### src/rtl/chain_token_pkg.sv
package chain_token_pkg;
  typedef enum logic [2:0] {
    TK_IDLE,
    TK_WAIT,
    TK_OWN,
    TK_PASSED,
    TK_ERR
  } tok_state_t;
endpackage

### src/rtl/strobe_tracker.sv
// Remembers that the present data strobe has been served, so each strobe
// is answered once; forgets on strobe release or end of cycle.
module strobe_tracker (
  input  logic clk,
  input  logic rst_n,
  input  logic active,
  input  logic ds_n,
  input  logic take,
  output logic acked
);
  always_ff @(posedge clk or negedge rst_n) begin
    if (!rst_n)                acked <= 1'b0;
    else if (!active || ds_n)  acked <= 1'b0;
    else if (take)             acked <= 1'b1;
  end
endmodule

### src/rtl/word_counter.sv
// Counts words sent in the current cycle and notes the end of the event.
module word_counter #(
  parameter int MAX_WORDS = 256
) (
  input  logic clk,
  input  logic rst_n,
  input  logic clear,
  input  logic pop,
  input  logic pop_last,
  output logic at_max,
  output logic ended
);
  localparam int CNT_W = $clog2(MAX_WORDS + 1);

  logic [CNT_W-1:0] cnt;

  always_ff @(posedge clk or negedge rst_n) begin
    if (!rst_n) begin
      cnt   <= '0;
      ended <= 1'b0;
    end else if (clear) begin
      cnt   <= '0;
      ended <= 1'b0;
    end else if (pop) begin
      cnt   <= cnt + 1'b1;
      ended <= pop_last;
    end
  end

  assign at_max = (cnt == CNT_W'(MAX_WORDS));
endmodule

### src/rtl/token_fsm.sv
module token_fsm
  import chain_token_pkg::*;
(
  input  logic       clk,
  input  logic       rst_n,
  input  logic       active,
  input  logic       is_read,
  input  logic       cfg_first,
  input  logic       cfg_last,
  input  logic       tok_in_n,
  input  logic       give_up,
  output tok_state_t state
);
  tok_state_t nxt;

  always_comb begin
    nxt = state;
    if (!active) begin
      nxt = TK_IDLE;
    end else begin
      unique case (state)
        TK_IDLE: nxt = (cfg_first || !tok_in_n) ? TK_OWN : TK_WAIT;
        TK_WAIT: if (!tok_in_n) nxt = TK_OWN;
        TK_OWN: begin
          if (give_up) begin
            if (!cfg_last)    nxt = TK_PASSED;
            else if (is_read) nxt = TK_ERR;
          end
        end
        TK_PASSED: nxt = TK_PASSED;
        TK_ERR:    nxt = TK_ERR;
        default:   nxt = TK_IDLE;
      endcase
    end
  end

  always_ff @(posedge clk or negedge rst_n) begin
    if (!rst_n) state <= TK_IDLE;
    else        state <= nxt;
  end
endmodule

### src/rtl/chain_token_ctrl.sv
module chain_token_ctrl
  import chain_token_pkg::*;
#(
  parameter int MAX_WORDS = 256
) (
  input  logic clk,
  input  logic rst_n,
  input  logic as_n,
  input  logic chain_sel,
  input  logic mcast_sel,
  input  logic ds_n,
  input  logic tok_in_n,
  input  logic cfg_first,
  input  logic cfg_last,
  input  logic word_valid,
  input  logic word_last,
  output logic word_ready,
  output logic wr_latch,
  output logic dtack_en,
  output logic tok_out_n,
  output logic berr_n
);
  tok_state_t state;
  logic active, is_read, owning, strobe_go;
  logic acked, at_max, ended, pop, give_up;

  assign active    = !as_n && (chain_sel || mcast_sel);
  assign is_read   = chain_sel;
  assign owning    = (state == TK_OWN);
  assign strobe_go = owning && active && !ds_n && !acked;

  assign word_ready = strobe_go && is_read && !ended && !at_max;
  assign pop        = word_ready && word_valid;
  assign wr_latch   = strobe_go && !is_read;

  assign give_up = is_read ? (!acked && (ended || at_max || !word_valid))
                           : wr_latch;

  strobe_tracker u_strobe (
    .clk    (clk),
    .rst_n  (rst_n),
    .active (active),
    .ds_n   (ds_n),
    .take   (pop || wr_latch),
    .acked  (acked)
  );

  word_counter #(.MAX_WORDS(MAX_WORDS)) u_count (
    .clk      (clk),
    .rst_n    (rst_n),
    .clear    (!active),
    .pop      (pop),
    .pop_last (word_last),
    .at_max   (at_max),
    .ended    (ended)
  );

  token_fsm u_fsm (
    .clk       (clk),
    .rst_n     (rst_n),
    .active    (active),
    .is_read   (is_read),
    .cfg_first (cfg_first),
    .cfg_last  (cfg_last),
    .tok_in_n  (tok_in_n),
    .give_up   (give_up),
    .state     (state)
  );

  assign dtack_en  = acked && (is_read || cfg_last);
  assign tok_out_n = (state != TK_PASSED);
  assign berr_n    = (state != TK_ERR);
endmodule

### config.mk
export PLATFORM = sky130hd
export DESIGN_NAME = chain_token_ctrl
export DESIGN_NICKNAME = d
export VERILOG_FILES = /design/src/rtl/chain_token_pkg.sv /design/src/rtl/strobe_tracker.sv /design/src/rtl/word_counter.sv /design/src/rtl/token_fsm.sv /design/src/rtl/chain_token_ctrl.sv
export SDC_FILE = /design/constraint.sdc
export NUM_CORES = 1
export LEC_CHECK = 0
export BUFFER_PORTS_ARGS = -buffer_cell sky130_fd_sc_hd__buf_2
export CAP_MARGIN = 10
export CORE_MARGIN = 5
export CORE_UTILIZATION = 48
export DETAILED_ROUTE_END_ITERATION = 8
export PLACE_DENSITY = 0.75
export SYNTH_ARGS = -nofsm -noshare
export SYNTH_HDL_FRONTEND = slang
export SYNTH_SLANG_ARGS = --single-unit
### constraint.sdc
create_clock -name clk -period 2 [get_ports clk]
set_input_delay 0.2 -clock clk [delete_from_list [all_inputs] [get_ports clk]]
set_output_delay 0.2 -clock clk [all_outputs]
set_load 0.01 [all_outputs]
==> results.ini, run 1 <==
[synthesis]
yosysSeqAreaShare_pct = 40.5
ys_top_cells_by_area = dfrtp_1, a21oi_1, o31ai_1
async_flop_share_pct = 100
synth.top_cells.by_count = dfrtp_1, a21oi_1, nand2_1
syn_nets = 108
synth_cells = 95
yosysTopAreaCell = dfrtp_1
yosys_most_used_dff = dfrtp_1
netlist_area_um2 = 865
synth_edf_count = 0
synth_most_common_cell = dfrtp_1
ys_seq_elements = 14
synth_cell_types = 32
yosysTopAreaCellShare_pct = 40.5
ys_warn_count = 0
syn_avg_cell_area_um2 = 9.10

[clocking]
h-tree-depth = 1
cts.sinks = 14
cts_inserted_buffers = 3
cts_root_buf = clkbuf_4
clk_path_buf_depth = 2
clk_pin_slew_ps = 90
tritoncts = yes
insertion_delay_ps = 290

[finish]
final_cells = 160
layout-drive-gt1-share_pct = 40.7
diodes = 0
final_net_count = 149
syn2layout_area_growth_pct = 46.0

[power]
ir_drop_v = 0.000394
power_uw = 658
p_leak_uw = 0.000521
power_density_mw_per_mm2 = 521

[status]
status = finished with violations
violations = negative setup slack

[global_routing]
grt_usage_pct = 20.2
grt_pass1_wl_um = 4060
grt_max_degree = 15
grt_overflow = 0
antenna_found_initial = 0
first_global_vias = 916

[route]
first_iter_violations = 28
detail-route-antenna-nets = 0
firstDrtPassIters = 4
wl_um = 2480
avgViaCountPerCell = 5.79
vias = 927
drc = 0
drt-wirelength-per-cell_um = 15.5

[place]
numPortBuffers = 15
dpl.hpwl_um = 1670
place_congestion = 0.839
post-place-cells = 153

[timing]
tightest_slew_ps = 386
rsz0062_at_grt = yes
fmax_ghz = 0.494
setup_ws_ps = -25.1
fin_skew_ps = 3.15
drv_slew = 0
hold_viol = 0
relSlewSlack_pct = 73.6
setup_viol = 4
fin_crit_sh_pct = 101
period_minus_slack_ps = 2030
holdWs_ps = 121

[floorplanning]
start_util_pct = 50.1
die_w_um = 52.4
fp.dieArea_mm2 = 0.00275
row_count = 15
ios = 16
core-area_mm2 = 0.00173
die_h_um = 52.4

[worst_setup_path]
path_buf_inv = 0
critPathTopFamily = simple AND/OR/NAND/NOR gates
required_ps = 2230
worstSetupPathType = reg -> reg
crit_fanout = 8
cp_slowest_cell = or4b_4
worstPathArrival_ps = 2250
crit_chain = or4b_4, a2111o_1, or4_1, a21oi_1
worstSetupStartpointType = flop
cpPeakStageDelay_ps = 500
setup.worst_path.end_class = flop

[hold_path]
hold_path.class = in -> reg

[job]
maxCapViolations = 0

[worst reg2reg max path, stage by stage (launching register included)]
cell and delay (ps):
dfrtp_1 400, or4b_4 500, a2111o_1 420, or4_1 500, a21oi_1 150
[flip-flops by register name, summed over array words and instances (netlist names)]
name / flops
u_fsm.state: 3
u_count.cnt: 9
u_strobe.acked: 1
u_count.ended: 1
[per-layer routing]
| metal | share of wire (%) | GRT usage [%] | up-vias |
|---|---|---|---|
| li1 | - | - | 448 |
| met1 | 43 | 25.0 | 455 |
| met3 | 3.1 | 2.85 | 6 |
| met4 | 2.8 | 9.79 | 0 |
| met5 | 0 | 0 | - |
| met2 | 51 | 33.9 | 18 |
[path summary, 6_finish.rpt]
kind | to | cells past startpoint | start | slack [ps]
max | u_count.cnt[3]$_DFFE_PN0P_ | 4 | u_strobe.acked$_DFFE_PN0P_ | -30
min | u_count.ended$_DFFE_PN0P_ | 2 | word_last | 120
max reg2reg | u_count.cnt[3]$_DFFE_PN0P_ | 4 | u_strobe.acked$_DFFE_PN0P_ | -30
min reg2reg | u_fsm.state[1]$_DFFE_PN0P_ | 2 | u_fsm.state[2]$_DFFE_PN0P_ | 600
max in group asynchronous | u_count.cnt[4]$_DFFE_PN0P_ | 2 | rst_n | 1440
min in group asynchronous | u_count.cnt[8]$_DFFE_PN0P_ | 2 | rst_n | 320
[kinds of logic (layout without fill, tap and decap cells)]
| logic type | Yosys count | after routing | synth area share [%] |
|---|---|---|---|
| buffers and inverters | 7 | 47 | 3.18 |
| AOI/OAI and AO/OA | 30 | 30 | 24.9 |
| adders and majority gates | 2 | 2 | 2.89 |
| and+or+nand+nor | 42 | 42 | 28.5 |
| DFF | 14 | 14 | 40.5 |
[metrics by stage]
stage | setup slack, ps | instance area [µm²] | utilization, % | setup TNS (ps)
2_1_floorplan | 16.2 | 867 | - | 0
4_1_cts | -9.35 | 1210 | 70.3 | -9.35
3_5_place_dp | -76.8 | 1110 | 64.6 | -239
6_report | -25.1 | 1260 | 73.1 | -48.3
3_3_place_gp | -2.61 | 1110 | 64.6 | -2.61
5_1_grt | -96.2 | 1260 | 73.1 | -395
[report_power, final]
group          total (µW)  internal, µW  switching, µW  leakage, µW
Clock                 215           111            104    0.0000210
Combinational         146          70.7           75.8     0.000306
Sequential            296           292           4.73     0.000193
[cell type report]
cell class / count / area [µm²]
repair buffers: 38 / 254
clock buffers: 4 / 36.3
multi-input cells: 74 / 572
well taps: 25 / 31.3
fillers: 122 / 464
flip-flops and latches: 14 / 350
inverters: 5 / 18.8
[placed cells by master (no fill, tap or decap), types with 2 or more instances in the layout]
cell and instances:
buf_4 21, buf_2 15, dfrtp_1 14, nand2_1 7, a21oi_1 6, nor2_1 6
inv_1 5, nand3_1 5, o31ai_1 5, nor2b_1 3, nor3_1 3, o21ai_0 3
a21oi_2 3, or4_1 3, clkbuf_4 3, nand2b_1 2, nor4_1 2, o21a_1 2
or4_4 2, nor3b_1 2, a2111oi_0 2, ha_1 2
[what timing repair did]
action / in CTS / in global routing
hold endpoints to repair: 14 / 0
resized for setup: 6 / 9
setup buffers: 3 / 0
hold buffers: 1 / 0
gates cloned: 0 / 0
setup endpoints to repair: 7 / 8
pin swaps: 6 / 4
No activity file was read; power rests on OpenSTA's default activity.
==> run 2, diff against run 1 <==
==> constraint.sdc (replaced) <==
create_clock -name clk -period 2 [get_ports clk]
set_input_delay 0.2 -clock clk [delete_from_list [all_inputs] [get_ports clk]]
set_output_delay 0.2 -clock clk [all_outputs]
set_load 0.005 [all_outputs]
==> run 2 against run 1 <==
  * The flow still finishes with violations (negative setup slack)
  * Clock power decreased by 2%
  * Clock skew rose by 5.5 ps
  * Setup slack lost 23 ps
  * Routed wire length fell by 3.2%
  * Largest cell class unchanged
  * Largest power group unchanged
==> results.ini, run 2 (same netlist as run 1, synthesis figures left out) <==
[place]
place_area_mm2 = 0.00111
place_congestion = 0.839
place_ws_ps = -76.8
post-place-cells = 153
dpl.hpwl_um = 1670
numPortBuffers = 15

[timing]
tightest_slew_ps = 478
period_minus_slack_ps = 2050
rsz0062_at_grt = yes
fmax_ghz = 0.488
drv_slew = 0
setup_ws_ps = -48.1
setup_viol = 5
fin_crit_sh_pct = 102
fin_skew_ps = 8.62
relSlewSlack_pct = 67.8
hold_viol = 0
holdWs_ps = 123

[floorplanning]
start_util_pct = 50.1
row_count = 15
die_w_um = 52.4
ios = 16
die_h_um = 52.4
core-area_mm2 = 0.00173
fp.dieArea_mm2 = 0.00275

[finish]
largest_register = u_count.cnt
final_area_mm2 = 0.00125
diodes = 0
mostFrequentLayoutCells = buf_4, buf_2, dfrtp_1
layout_commonest_cell = buf_4
largest_register_ffs = 9
final_net_count = 149
final_cells = 160
reg_top3 = u_count.cnt: 9 flops, u_fsm.state: 3 flops
syn2layout_area_growth_pct = 44.1
layout-drive-gt1-share_pct = 38.5

[global_routing]
grt_pass1_wl_um = 4040
antenna_found_initial = 0
first_global_vias = 919
grt_usage_pct = 19.9
grt_max_degree = 15
grt_overflow = 0

[clocking]
tritoncts = yes
h-tree-depth = 1
cts_inserted_buffers = 3
clk_path_buf_depth = 2
insertion_delay_ps = 290
cts.sinks = 14
clk_pin_slew_ps = 90
cts_root_buf = clkbuf_4

[worst_setup_path]
crit_fanout = 8
worstSetupStartpointType = flop
setup.worst_path.end_class = flop
worstPathArrival_ps = 2260
crit_chain = or4b_4, a2111o_1, or4_1, a21oi_1
worstSetupPathType = reg -> reg
cpPeakStageDelay_ps = 510
required_ps = 2210
cp_slowest_cell = or4_1

[power]
ir_drop_v = 0.000392
p_sw_share_pct = 27.4
power_density_mw_per_mm2 = 523
p_int_uw = 473
p_leak_uw = 0.000520
power_uw = 652
comb_power_share_pct = 22.1
seqPwrFrac_pct = 45.5
power_frac_clock_pct = 32.4
p_sw_uw = 178

[route]
wl_um = 2400
drt-wirelength-per-cell_um = 15.0
firstDrtPassIters = 4
detail-route-antenna-nets = 0
vias = 923
drc = 0
avgViaCountPerCell = 5.77
first_iter_violations = 20

[job]
maxCapViolations = 0

[status]
status = finished with violations
violations = negative setup slack

[hold_path]
hold_path.class = in -> reg

## run 2: cell counts in the layout (fill, tap and decap cells not counted)
No cell type changed its count.
## run 2: critical path: cells and delay by family, from the launching register on
kind	cells	cell delay (ps)
AOI/OAI and AO/OA	2	550
DFF	1	400
and+or+nand+nor	2	1010
## run 2: layout make-up
cell class | instances | area [µm²]
Fill cell | 122 | 480
Inverter | 5 | 18.8
Timing Repair Buffer | 38 | 254
Sequential cell | 14 | 350
Clock buffer | 4 | 36.3
Tap cell | 25 | 31.3
Multi-Input combinational cell | 74 | 556
## run 2: final timing paths
kind | start | endpoint | slack [ps] | cells after the start
worst max-delay path | u_strobe.acked$_DFFE_PN0P_ | u_count.cnt[7]$_DFFE_PN0P_ | -50 | 4
worst min-delay path | word_last | u_count.ended$_DFFE_PN0P_ | 120 | 2
worst max register to register | u_strobe.acked$_DFFE_PN0P_ | u_count.cnt[7]$_DFFE_PN0P_ | -50 | 4
worst min register to register | u_count.cnt[6]$_DFFE_PN0P_ | u_count.cnt[6]$_DFFE_PN0P_ | 600 | 2
max in group asynchronous | rst_n | u_count.cnt[6]$_DFFE_PN0P_ | 1430 | 2
min in group asynchronous | rst_n | u_count.cnt[8]$_DFFE_PN0P_ | 320 | 2
## run 2: timing repair
| item | in CTS | in global routing |
|---|---|---|
| buffers inserted | 3 | 0 |
| hold buffers | 1 | 0 |
| endpoints found under the setup margin | 7 | 9 |
| pin swaps | 6 | 2 |
| gates resized for setup | 5 | 7 |
| endpoints found under the hold margin | 14 | 0 |
## run 2: power by group through the flow
| stage | logic [µW] | registers, µW | clock network, µW |
|---|---|---|---|
| after floorplan | 57.1 | 308 | 0 |
| after global placement | 125 | 301 | 0 |
| after detailed placement | 129 | 302 | 0 |
| after CTS | 138 | 296 | 215 |
| after global routing | 157 | 297 | 229 |
| final | 144 | 296 | 211 |
## run 2: through the flow
step / util (%) / setup TNS, ps
2_1_floorplan: - / 0
3_3_place_gp: 64.6 / -2.61
3_5_place_dp: 64.6 / -239
4_1_cts: 69.1 / -9.35
5_1_grt: 72.2 / -702
6_report: 72.2 / -171
## run 2: per-layer routing
metal	up-vias	routed length (µm)	share of wire [%]	global-route usage [%]
met1	444	1060	44	24.7
met3	5	99	4.1	2.85
li1	449	-	-	-
met2	25	1190	50	33.3
met5	-	0	0	0
met4	0	48	2.0	9.79
==> run 3, diff against run 2 <==
--- a/config.mk
+++ b/config.mk
@@ -7,10 +7,9 @@
 export LEC_CHECK = 0
 export BUFFER_PORTS_ARGS = -buffer_cell sky130_fd_sc_hd__buf_2
 export CAP_MARGIN = 10
-export CORE_MARGIN = 5
-export CORE_UTILIZATION = 48
+export CORE_UTILIZATION = 53
 export DETAILED_ROUTE_END_ITERATION = 8
-export PLACE_DENSITY = 0.75
+export PLACE_DENSITY = 0.79
 export SYNTH_ARGS = -nofsm -noshare
 export SYNTH_HDL_FRONTEND = slang
 export SYNTH_SLANG_ARGS = --single-unit
==> constraint.sdc (replaced) <==
create_clock -name clk -period 2.35 [get_ports clk]
set_input_delay 0.235 -clock clk [delete_from_list [all_inputs] [get_ports clk]]
set_output_delay 0.235 -clock clk [all_outputs]
set_load 0.005 [all_outputs]
==> run 3 against run 2 <==
  * The run now ends clean
  * Via count is 9.0% lower
  * Worst hold slack better by 20 ps
  * Setup slack improved by 170 ps
  * Power fell by 20%
  * Sequential share of layout area rose by 4.8 points
  * Sequential power decreased by 14%
  * Flip-flop and latch count unchanged
  * Non-clock buffer count fell by 13
  * Maximum frequency fell by 8.0%
  * Highest routed layer unchanged
==> results.ini, run 3 (same netlist as run 1, synthesis figures left out) <==
[floorplanning]
core-area_mm2 = 0.00151
start_util_pct = 57.4
row_count = 14
die_w_um = 42.4
die_h_um = 42.4
fp.dieArea_mm2 = 0.00180
ios = 16

[finish]
diodes = 0
largest_register = u_count.cnt
syn2layout_area_growth_pct = 23.0
largest_register_ffs = 9
final_cells = 138
layout-drive-gt1-share_pct = 26.2
final_net_count = 136
reg_top3 = u_count.cnt: 9 flops, u_fsm.state: 3 flops
layout_commonest_cell = buf_2
mostFrequentLayoutCells = buf_2, dfrtp_1, a21oi_1

[route]
vias = 840
avgViaCountPerCell = 6.09
drc = 0
firstDrtPassIters = 4
first_iter_violations = 16
detail-route-antenna-nets = 0
drt-wirelength-per-cell_um = 13.7
wl_um = 1890

[timing]
tightest_slew_ps = 716
setup_viol = 0
drv_slew = 0
hold_viol = 0
fin_crit_sh_pct = 94.7
fmax_ghz = 0.449
fin_setup_tns_ps = 0
period_minus_slack_ps = 2230
fin_skew_ps = 7.20
rsz0062_at_grt = no
relSlewSlack_pct = 51.6

[clocking]
clk_pin_slew_ps = 80
clk_path_buf_depth = 2
h-tree-depth = 1
cts_root_buf = clkbuf_4
cts_inserted_buffers = 3
insertion_delay_ps = 290
cts.sinks = 14
tritoncts = yes

[worst_setup_path]
crit_fanout = 7
required_ps = 2520
worstSetupStartpointType = flop
cp_slowest_cell = or4b_4
worstPathArrival_ps = 2390
cpPeakStageDelay_ps = 520
path_buf_inv = 2
setup.worst_path.end_class = flop
worstSetupPathType = reg -> reg
critPathTopFamily = compound AO/OA/AOI/OAI gates
crit_chain = or4b_4, a2111o_2, buf_2, buf_4, o31ai_1, a21oi_1

[power]
power_density_mw_per_mm2 = 492
p_leak_uw = 0.000437
p_sw_share_pct = 25.7
seqPwrFrac_pct = 48.4
power_frac_clock_pct = 32.8
p_int_uw = 389
ir_drop_v = 0.000380
comb_power_share_pct = 18.8
p_sw_uw = 135

[global_routing]
grt_util_met3_pct = 7.76
grt_pass1_wl_um = 3150
grt_usage_pct = 23.9
use_met2_pct = 37.8
gr-max-usage-layer = met2
use_met1_pct = 29.7
grt_overflow = 0
first_global_vias = 766
grt_max_degree = 16
antenna_found_initial = 0

[place]
place_congestion = 0.777
post-place-cells = 130
numPortBuffers = 15
dpl.hpwl_um = 1380

[hold_path]
hold_path.class = in -> reg

[status]
status = completed

[job]
maxCapViolations = 0

[run 3: cell types whose count changed in the layout (fill, tap and decap cells not counted), sizes merged]
cell | previous run | this run
buf | 37 | 24
[run 3: power groups by stage]
stage               Combinational, µW  Sequential (µW)  Clock, µW
finish                           98.3              254        172
global route                      111              254        184
CTS                              96.7              254        174
detailed placement               95.3              258          0
global placement                 93.8              258          0
floorplan                        45.6              262          0
[run 3: final timing paths]
| kind | slack, ps | startpoint | end | cells after the start |
|---|---|---|---|---|
| max in group asynchronous | 1750 | rst_n | u_count.cnt[4]$_DFFE_PN0P_ | 2 |
| min in group asynchronous | 360 | rst_n | u_count.cnt[3]$_DFFE_PN0P_ | 2 |
| setup reg to reg | 120 | u_strobe.acked$_DFFE_PN0P_ | u_count.cnt[4]$_DFFE_PN0P_ | 6 |
| hold reg to reg | 540 | u_fsm.state[2]$_DFFE_PN0P_ | u_fsm.state[1]$_DFFE_PN0P_ | 1 |
| hold / removal | 140 | ds_n | u_strobe.acked$_DFFE_PN0P_ | 2 |
| setup / recovery | 120 | u_strobe.acked$_DFFE_PN0P_ | u_count.cnt[4]$_DFFE_PN0P_ | 6 |
[run 3: per-layer routing]
layer  wire [µm]  part of all wire [%]
met1         861                    46
met2         938                    50
met3          57                   3.0
met4          35                   1.8
met5           0                     0
[run 3: layout make-up]
cell class | instances | area [µm²]
Clock buffer | 4 | 36.3
Fill cell | 134 | 443
Inverter | 5 | 18.8
Multi-Input combinational cell | 74 | 488
Sequential cell | 14 | 350
Tap cell | 16 | 20.0
Timing Repair Buffer | 25 | 150
[run 3: per-stage QoR]
| step | power [µW] | hold WS, ps | utilization (%) | cell area (µm²) | setup slack (ps) |
|---|---|---|---|---|---|
| 2_1_floorplan | 307 | -60.6 | - | 865 | 310 |
| 6_report | 524 | 143 | 70.6 | 1060 | 125 |
| 3_5_place_dp | 354 | 140 | 66.1 | 996 | 101 |
| 5_1_grt | 549 | 141 | 70.6 | 1060 | 24.1 |
| 3_3_place_gp | 352 | 144 | 66.1 | 996 | 161 |
| 4_1_cts | 524 | 140 | 69.2 | 1040 | 74.8 |
[run 3: what timing repair did]
action                                  4_1_cts  5_1_grt
resized for setup                             0        1
buffers inserted                              0        3
hold buffers                                  1        0
endpoints found under the hold margin        14        0
endpoints found under the setup margin        0        4
